--- src/rtl/hit_count_formatter.sv ---
module hit_count_formatter #(
  parameter int NCH = 48,
  parameter int CW = 3,
  parameter int CMAX = 4
) (
  input  logic            clk,
  input  logic            rst_n,
  input  logic            bunch_zero,
  input  logic            bunch_tick,
  input  logic [7:0]      bunch_offset,
  input  logic [4:0]      slot_addr,
  input  logic [9:0]      chip_serial,
  input  logic [8:0]      chip_type,
  input  logic            l2_accept,
  input  logic [NCH*CW-1:0] hit_count,
  input  logic [NCH-1:0]  chan_on,
  output logic [31:0]     word_out,
  output logic            word_valid
);
  localparam int NWORD = NCH / 8;
  localparam int TOTAL = NWORD + 1;
  localparam int IW = $clog2(TOTAL);

  logic [7:0] bunch_q;
  logic [31:0] head_q;
  logic [NWORD-1:0][31:0] cw_d, cw_q;
  logic [IW-1:0] idx_q, cidx;
  logic busy_q;

  for (genvar g = 0; g < NCH; g++) begin : g_nib
    logic [CW-1:0] raw;
    assign raw = hit_count[CW*g +: CW];
    assign cw_d[g/8][4*(g%8) +: 4] = {chan_on[g], (raw > CW'(CMAX)) ? 3'(CMAX) : 3'(raw)};
  end

  always_ff @(posedge clk) begin
    if (!rst_n)          bunch_q <= '0;
    else if (bunch_zero) bunch_q <= '0;
    else if (bunch_tick) bunch_q <= bunch_q + 8'd1;
  end

  always_ff @(posedge clk) begin
    if (!rst_n) begin
      busy_q <= 1'b0;
      idx_q  <= '0;
      head_q <= '0;
      cw_q   <= '0;
    end else if (!busy_q) begin
      if (l2_accept) begin
        busy_q <= 1'b1;
        idx_q  <= '0;
        head_q <= {chip_type, chip_serial, slot_addr, bunch_q + bunch_offset};
        cw_q   <= cw_d;
      end
    end else if (idx_q == IW'(TOTAL - 1)) begin
      busy_q <= 1'b0;
      idx_q  <= '0;
    end else begin
      idx_q <= idx_q + 1'b1;
    end
  end

  assign cidx = idx_q - 1'b1;
  assign word_valid = busy_q;
  assign word_out = !busy_q ? '0 : (idx_q == '0) ? head_q : cw_q[cidx];
endmodule


--- config.mk ---
export PLATFORM = sky130hd
export DESIGN_NAME = hit_count_formatter
export DESIGN_NICKNAME = d
export VERILOG_FILES = /design/src/rtl/hit_count_formatter.sv
export SDC_FILE = /design/constraint.sdc
export NUM_CORES = 1
export LEC_CHECK = 0
export BUFFER_PORTS_ARGS = -buffer_cell sky130_fd_sc_hd__buf_2
export CAP_MARGIN = 20
export CORE_AREA = 3 3 148 150
export CTS_BUF_LIST = sky130_fd_sc_hd__clkbuf_8
export DETAILED_ROUTE_END_ITERATION = 12
export DIE_AREA = 0 0 151 153
export PLACE_DENSITY = 0.84
export SLEW_MARGIN = 10
export SYNTH_ARGS = -nofsm -noshare
export SYNTH_HDL_FRONTEND = slang
export SYNTH_SLANG_ARGS = --single-unit
--- constraint.sdc ---
create_clock -name clk -period 2.9 [get_ports clk]
set_clock_uncertainty 0.2 [all_clocks]
set_input_delay 0.145 -clock clk [delete_from_list [all_inputs] [get_ports clk]]
set_output_delay 0.145 -clock clk [all_outputs]
set_load 0.02 [all_outputs]
# Word level (Yosys, flattened, before mapping)
# Cells that the tools add are included.
dict set report word_totals {
  reg_bits 236
  out_inout_bits 33
  word_cells 128
}
dict set report op_classes {
  addsub 4
  magnitude_cmp 49
  n_eq_ne 1
  n_mux 58
  bitwise 2
  reduce_logical 4
}
# cell n
set op_table {}
lappend op_table {{$mux 3} 51}
lappend op_table {{$gt 3x3->1 const B} 48}
lappend op_table {{$bmux 32 s3} 1}
lappend op_table {{$mux 32} 3}
lappend op_table {{$add 8x1->8 const B} 1}
lappend op_table {{$add 8x8->8} 1}
lappend op_table {{$lt 3x4->1 const B} 1}
lappend op_table {{$add 3x1->3 const B} 1}
lappend op_table {{$eq 3x3->1 const B} 1}
lappend op_table {{$logic_not 3->1} 1}
lappend op_table {{$mux 1} 3}
lappend op_table {{$sub 3x1->3 const B} 1}
lappend op_table {{$not 1->1} 2}
lappend op_table {{$reduce_and 2->1} 1}
lappend op_table {{$reduce_bool 2->1} 1}
lappend op_table {{$reduce_or 2->1} 1}

# Longest topological paths before layout
# Gate-level depths: netlist (run 1).
dict set report logic_depth {
  depth_word 5
  ltp_mapped 10
}

# Worst setup path before layout (run 1)
# Ideal clock, no wire load.
dict set report synth_timing {
  path_kind {register to output}
  startpoint {register idx_q[0]}
  endpoint {output port word_out[22]}
  arrival_ns 2.171
  required_ns 2.555
  slack_ns 0.384
  path_stages_with_launch 11
  path_buffers 5
  cell_sequence {dfxtp_1 -> buf_6 -> buf_6 -> clkbuf_4 -> inv_1 -> ha_1 -> buf_4 -> buf_2 -> mux4_2 -> a2bb2oi_2 -> a21oi_1}
}
dict set report synth_via {
  elab_chain_cells 5
  elab_cells_between_ends 6
}
# element line_no
set synth_lines {}
lappend synth_lines {{start, declared} 27} ;# logic [IW-1:0] idx_q, cidx;
lappend synth_lines {{start signal, assigned} 59} ;# idx_q <= idx_q + 1'b1;
lappend synth_lines {{$sub 3x1->3} 63} ;# assign cidx = idx_q - 1'b1;
lappend synth_lines {{$bmux 32 s3} 65} ;# assign word_out = !busy_q ? '0 : (idx_q == '0) ? head_q : cw_q[cidx];
lappend synth_lines {{$mux 32 (not written as such)} 65}
lappend synth_lines {{$mux 32 (*) (2 in series)} 65}
lappend synth_lines {{end, declared} 17} ;# output logic [31:0] word_out,
# Every way passes the cells marked *; elsewhere a longest branch is shown, timed or not. The select of a mux whose other input is x is not followed.

# Final worst setup path (run 1)
dict set report layout_timing {
  startpoint {register idx_q[1]}
  endpoint {output port word_out[11]}
}
# The elaborated chain is that of the path after synthesis.

==> results.json, run 1 <==
{
  "critPathLaunchType": "flip-flop",
  "setup.worst_path.end_class": "primary output",
  "synth_top_family_by_area": "compound AO/OA/AOI/OAI gates",
  "layout_min_cycle_time_ns": 2.820,
  "synth_ff_type": "dfxtp_1",
  "status": "finished clean",
  "cp_max_fo": 17,
  "ant_nets": 0,
  "drive_above_1_share_pct": 24.02,
  "yosys-top-cells-area": "dfxtp_1 41%, a21boi_1 14%, nand2_1 11%",
  "viasPerCell": 6.003,
  "synth_warnings": 0,
  "synth_top_area_cell": "dfxtp_1",
  "setup_violations": 0,
  "dp_slack_ns": 0.4207,
  "fmax_mhz": 354.6,
  "cts_buffers": 40,
  "synth-async-reset-ratio_pct": 0,
  "crit_type": "reg -> out",
  "power_leakage_nw": 6.601,
  "synthAdderAreaFrac_pct": 1.580,
  "antenna_found_initial": 6,
  "yosysSeqAreaShare_pct": 40.87,
  "cts_tree": "yes",
  "synth_commonest_cells": "349 x nand2_1, 236 x dfxtp_1, 218 x a21boi_1",
  "fin_nets": 1999,
  "start_util_pct": 55.51,
  "core_um2": 20820,
  "io_buffers": 261,
  "synth-xor-area-share_pct": 0.5304,
  "synth_top_area_share_pct": 40.87,
  "p_per_area_nw_per_um2": 495.7,
  "grt.total_usage_pct": 39.18,
  "areaGrowthSynthToFinish_pct": 43.56,
  "holdWs_ns": 0.1788,
  "synthMostInstantiatedCell": "nand2_1",
  "wirelength_mm": 46.69,
  "grt_pass1_vias": 12700,
  "ctsLongestPathBuffers": 3,
  "synth_cells": 1267,
  "grt_pass1_wl_mm": 70.12,
  "synth_area_per_cell_um2": 9.123,
  "slew_viol_final": 0,
  "dr_total_vias": 12410,
  "die_y_um": 153,
  "dieArea_um2": 23100,
  "clk_pin_slew_ns": 0.06,
  "period_share_pct": 97.25,
  "maxCapViolCount": 0,
  "synth_edf_count": 0,
  "yosys.area_share.simple_pct": 19.52,
  "routabilityCongestion": 0.9201,
  "htreeDepth": 2,
  "post-dp-hpwl_mm": 25.86,
  "synth_compound_area_share_pct": 23.08,
  "ys_types": 47,
  "ir_drop_mv": 0.3318,
  "crit_arrival_ns": 2.48,
  "grt_max_degree": 117,
  "drt-initial-drc-count": 1546,
  "ios": 262,
  "grt_overflow_total": 0,
  "cts_root_buffer": "clkbuf_8",
  "final_util_pct": 79.69,
  "wire_per_inst_um": 22.59,
  "hold_class": "in -> reg",
  "cts.sinks": 236,
  "syn_nets": 1510,
  "ys_ff_latch": 236,
  "drt_pass1_iterations": 8,
  "slew_headroom_pct": 64.51,
  "synth.area.mux_share_pct": 9.179,
  "hold_viol": 0,
  "worst_slew_pin_slew_ns": 0.5323,
  "clkLatencyLatePin_ns": 0.57,
  "die_w_um": 151,
  "syn-cell-area_um2": 11560,
  "finalSetupTns_ns": 0,
  "drc": 0,
  "setup_ws_ns": 0.07974,
  "rows": 53,
  "worst_ep_required_time_ns": 2.56
}
[timing repair]
item,CTS,global route
pin swaps,0,0
setup buffers,3,0
gates cloned,1,1
hold buffers,275,0
resized for setup,1,10
endpoints found under the hold margin,236,0
endpoints found under the setup margin,32,17
[per-layer routing]
layer  up-vias  routed length (um)  global-route usage (%)
li1       5391                   -                       -
met1      5812               16290                   45.18
met2       921               22450                   64.76
met5         -                   0                       0
met3       285                4580                   9.428
met4         0                3366                   24.78
[stage by stage]
stage          instances  total power (W)  cell area, um2
2_1_floorplan       1267         0.004284           11560
3_3_place_gp        1709         0.004653           12860
3_5_place_dp        1709         0.004674           12860
4_1_cts             2060         0.008041           16500
5_1_grt             2067         0.008469           16590
6_report            2067         0.008226           16590
[critical path, cell delays in order, from the launching register on]
cell and delay (ns):
dfxtp_1 0.36, inv_1 0.11, ha_2 0.40, buf_12 0.18
mux4_2 0.36, a2bb2oi_2 0.20, a21oi_1 0.11, buf_2 0.18
[kinds of logic after synthesis]
family	count (synthesis)
multiplexers	66
flip-flops	236
XOR/XNOR	7
AND/OR/NAND/NOR	482
AO/OA/AOI/OAI	348
buffers and inverters	114
adder cells (fa/ha/maj)	14
[power by group]
| part | internal [W] | switching (W) | total (W) | leakage [nW] |
|---|---|---|---|---|
| sequential | 0.00340 | 0.000127 | 0.00353 | 1.93 |
| combinational | 0.000740 | 0.000750 | 0.00149 | 4.18 |
| clock | 0.00176 | 0.00145 | 0.00321 | 0.486 |
| total | 0.00590 | 0.00233 | 0.00823 | 6.60 |
[layout by cell type (no fill, tap or decap), drive strengths merged, types with 2 or more instances in the layout]
| master | synthesis | final |
|---|---|---|
| buf | 52 | 277 |
| nor2b | 3 | 3 |
| mux2i | 34 | 34 |
| a21o | 2 | 2 |
| inv | 7 | 21 |
| and3 | 4 | 4 |
| nand3b | 97 | 97 |
| o21a | 3 | 3 |
| clkbuf | 52 | 55 |
| xor2 | 4 | 4 |
| a21boi | 218 | 218 |
| nand2 | 349 | 349 |
| xnor2 | 3 | 3 |
| or3 | 4 | 4 |
| nand4 | 3 | 3 |
| diode | 0 | 6 |
| mux4 | 32 | 32 |
| a2bb2oi | 32 | 32 |
| o21ai | 43 | 43 |
| ha | 13 | 13 |
| a31oi | 3 | 3 |
| nor2 | 8 | 8 |
| dlygate4sd3 | 0 | 275 |
| nand3 | 2 | 2 |
| nand2b | 4 | 5 |
| and2 | 3 | 3 |
| clkinv | 0 | 3 |
| nor3b | 2 | 2 |
| a21oi | 40 | 40 |
| dfxtp | 236 | 236 |
[layout make-up]
cell class,count,area (um2)
diodes,6,15.01
repair buffers,553,4310
clock inverters,18,112.6
inverters,7,26.28
clock buffers,54,743.2
flip-flops and latches,236,4728
well taps,275,344.1
fillers,1156,4229
multi-input cells,918,6314
[state kept, by name, indices dropped and copies added (netlist names)]
register	cells
idx_q	3
head_q	32
word_valid	1
bunch_q	8
cw_q	192
[worst paths after layout]
check | from | to | slack (ns) | cells after the start
min reg2reg | cw_q[176] | cw_q[176] | 0.25 | 2
min | chan_on[12] | cw_q[51] | 0.18 | 4
max reg2reg | bunch_q[2] | head_q[7] | 0.11 | 7
max | idx_q[1] | word_out[11] | 0.08 | 7
(Power assumes the default switching activity.)
==> run 2: changes to the inputs <==
--- a/config.mk
+++ b/config.mk
@@ -7,10 +7,10 @@
 export LEC_CHECK = 0
 export BUFFER_PORTS_ARGS = -buffer_cell sky130_fd_sc_hd__buf_2
 export CAP_MARGIN = 20
-export CORE_AREA = 3 3 148 150
+export CORE_AREA = 3 3 190 118
 export CTS_BUF_LIST = sky130_fd_sc_hd__clkbuf_8
 export DETAILED_ROUTE_END_ITERATION = 12
-export DIE_AREA = 0 0 151 153
+export DIE_AREA = 0 0 193 121
 export PLACE_DENSITY = 0.84
 export SLEW_MARGIN = 10
 export SYNTH_ARGS = -nofsm -noshare
==> run 2 against run 1 <==
Against the previous run:
- register-to-register slack improved by 0.14 ns
- sequential share of layout area increased by 0.82 points
- wire length shrank 4.4%
- sequential cell count unchanged
- worst setup slack lost 0.0049 ns
- via count fell by 3.4%
- die area is 1.1% higher
- utilization fell by 2.3 points
==> results.json, run 2 (synthesis gave the netlist of run 1 again) <==
{
  "cp_cell_sequence": "inv_1 > ha_1 > xnor2_2 > nand2b_4 > a2bb2oi_1 > a21oi_1 > buf_2",
  "fin_area_um2": 16130,
  "power_leakage_nw": 6.322,
  "post-dp-hpwl_mm": 28.25,
  "drc": 0,
  "layout_min_cycle_time_ns": 2.825,
  "ir_drop_mv": 0.3298,
  "antenna_found_initial": 2,
  "cts_root_buffer": "clkbuf_8",
  "io_buffers": 261,
  "slew_viol_final": 0,
  "viasPerCell": 5.899,
  "grt.total_usage_pct": 37.43,
  "cts_tree": "yes",
  "largest_reg_flops": 192,
  "finalSetupTns_ns": 0,
  "postPlaceCellArea_um2": 12900,
  "final_common_cell": "nand2_1",
  "die_y_um": 121,
  "core_um2": 20830,
  "top_register": "cw_q",
  "critPathLaunchType": "flip-flop",
  "fmax_mhz": 354.0,
  "hold_viol": 0,
  "wirelength_mm": 44.63,
  "drive_above_1_share_pct": 23.61,
  "n_fill_cell": 1262,
  "p_per_area_nw_per_um2": 477.3,
  "maxCapViolCount": 0,
  "worst_ep_required_time_ns": 2.56,
  "fin_nets": 1970,
  "grt_overflow_total": 0,
  "dr_total_vias": 11980,
  "ctsLongestPathBuffers": 3,
  "die_w_um": 193,
  "cp_slowest_cell": "nand2b_4",
  "period_share_pct": 97.42,
  "drt_pass1_iterations": 7,
  "rows": 41,
  "crit_arrival_ns": 2.48,
  "drt-initial-drc-count": 1731,
  "cts.sinks": 236,
  "max_stage_delay_ns": 0.48,
  "setup.worst_path.end_class": "primary output",
  "critPathBufInv": 2,
  "routabilityCongestion": 0.9541,
  "cp_max_fo": 32,
  "clk_pin_slew_ns": 0.07,
  "areaGrowthSynthToFinish_pct": 39.53,
  "cts_buffers": 35,
  "hold_class": "in -> reg",
  "worst_slew_pin_slew_ns": 0.7614,
  "wire_per_inst_um": 21.98,
  "ios": 262,
  "clkLatencyLatePin_ns": 0.53,
  "grt_pass1_wl_mm": 66.79,
  "grt_max_degree": 102,
  "slew_headroom_pct": 49.24,
  "rsz0062_at_grt": "false",
  "htreeDepth": 2,
  "post_cts_buffers": 0,
  "path_delay_family": "simple AND/OR/NAND/NOR gates",
  "layout_common_cells": "349 x nand2_1, 260 x buf_2, 251 x dlygate4sd3_1",
  "grt_pass1_vias": 11760,
  "status": "finished clean",
  "dieArea_um2": 23350,
  "reg.largest.list": "cw_q (192), head_q (32), bunch_q (8)",
  "ant_nets": 0,
  "crit_type": "reg -> out",
  "start_util_pct": 55.50,
  "setup_violations": 0
}
[run 2: cell types whose count changed in the layout (fill, tap and decap cells not counted), sizes merged, moves of 2 or more]
cell	change
clkinvlp	+4
dlygate4sd3	-24
diode	-3
buf	+2
clkbuf	-10
inv	-7
[run 2: path summary, 6_finish.rpt]
path | from | cells past startpoint | slack, ns | endpoint
worst max-delay path | idx_q[1] | 7 | 0.07 | word_out[30]
worst min register to register | cw_q[188] | 2 | 0.25 | cw_q[188]
worst min-delay path | bunch_offset[4] | 4 | 0.04 | head_q[4]
worst max register to register | bunch_q[0] | 8 | 0.25 | head_q[6]
[run 2: through the flow]
step / util [%] / power, W / hold WS [ns] / std cells / setup slack [ns]
floorplan: - / 0.004284 / 0.07982 / 1267 / 0.3840
global route: 77.42 / 0.007937 / 0.08100 / 2030 / 0.004419
finish: 77.44 / 0.007698 / 0.03956 / 2031 / 0.07482
detailed placement: 61.94 / 0.004702 / 0.1930 / 1718 / 0.3905
CTS: 77.38 / 0.007592 / 0.03381 / 2028 / 0.09359
global placement: 61.94 / 0.004673 / 0.1880 / 1718 / 0.4822
[run 2: per-layer routing]
metal  vias up  global-route usage, %  share of wire [%]
met5         -                      0                  0
met4         0                  17.43                5.1
met3       171                  8.430                 12
met2       845                  59.09                 44
met1      5656                  49.07                 39
li1       5309                      -                  -
[run 2: layout make-up]
cell class	count	area [um2]	share of cell area [%]
antenna	3	7.507	0.04655
clock buffer	45	619.3	3.840
clock inverter	14	71.32	0.4422
inverter	7	26.28	0.1629
multi-input combinational	917	6266	38.85
sequential	236	4728	29.32
tap	279	349.1	2.164
timing repair buffer	530	4060	25.17
[run 2: timing repair]
item / CTS / global route
hold endpoints to repair: 232 / 0
cloned: 0 / 0
resized for setup: 2 / 1
hold buffers: 251 / 0
endpoints found under the setup margin: 31 / 1
pin swaps: 0 / 0
[run 2: worst reg2reg max path: stages (launching register included)]
cell	delay (ns)
dfxtp_1	0.41
ha_1	0.22
inv_1	0.07
fa_1	0.40
nor2b_1	0.21
o21a_1	0.20
o31a_1	0.15
o211ai_1	0.10
dlygate4sd3_1	0.58
[run 2: where the power goes]
part	internal, W	switching (W)
sequential	0.00340	0.000130
combinational	0.000716	0.000731
clock	0.00140	0.00133
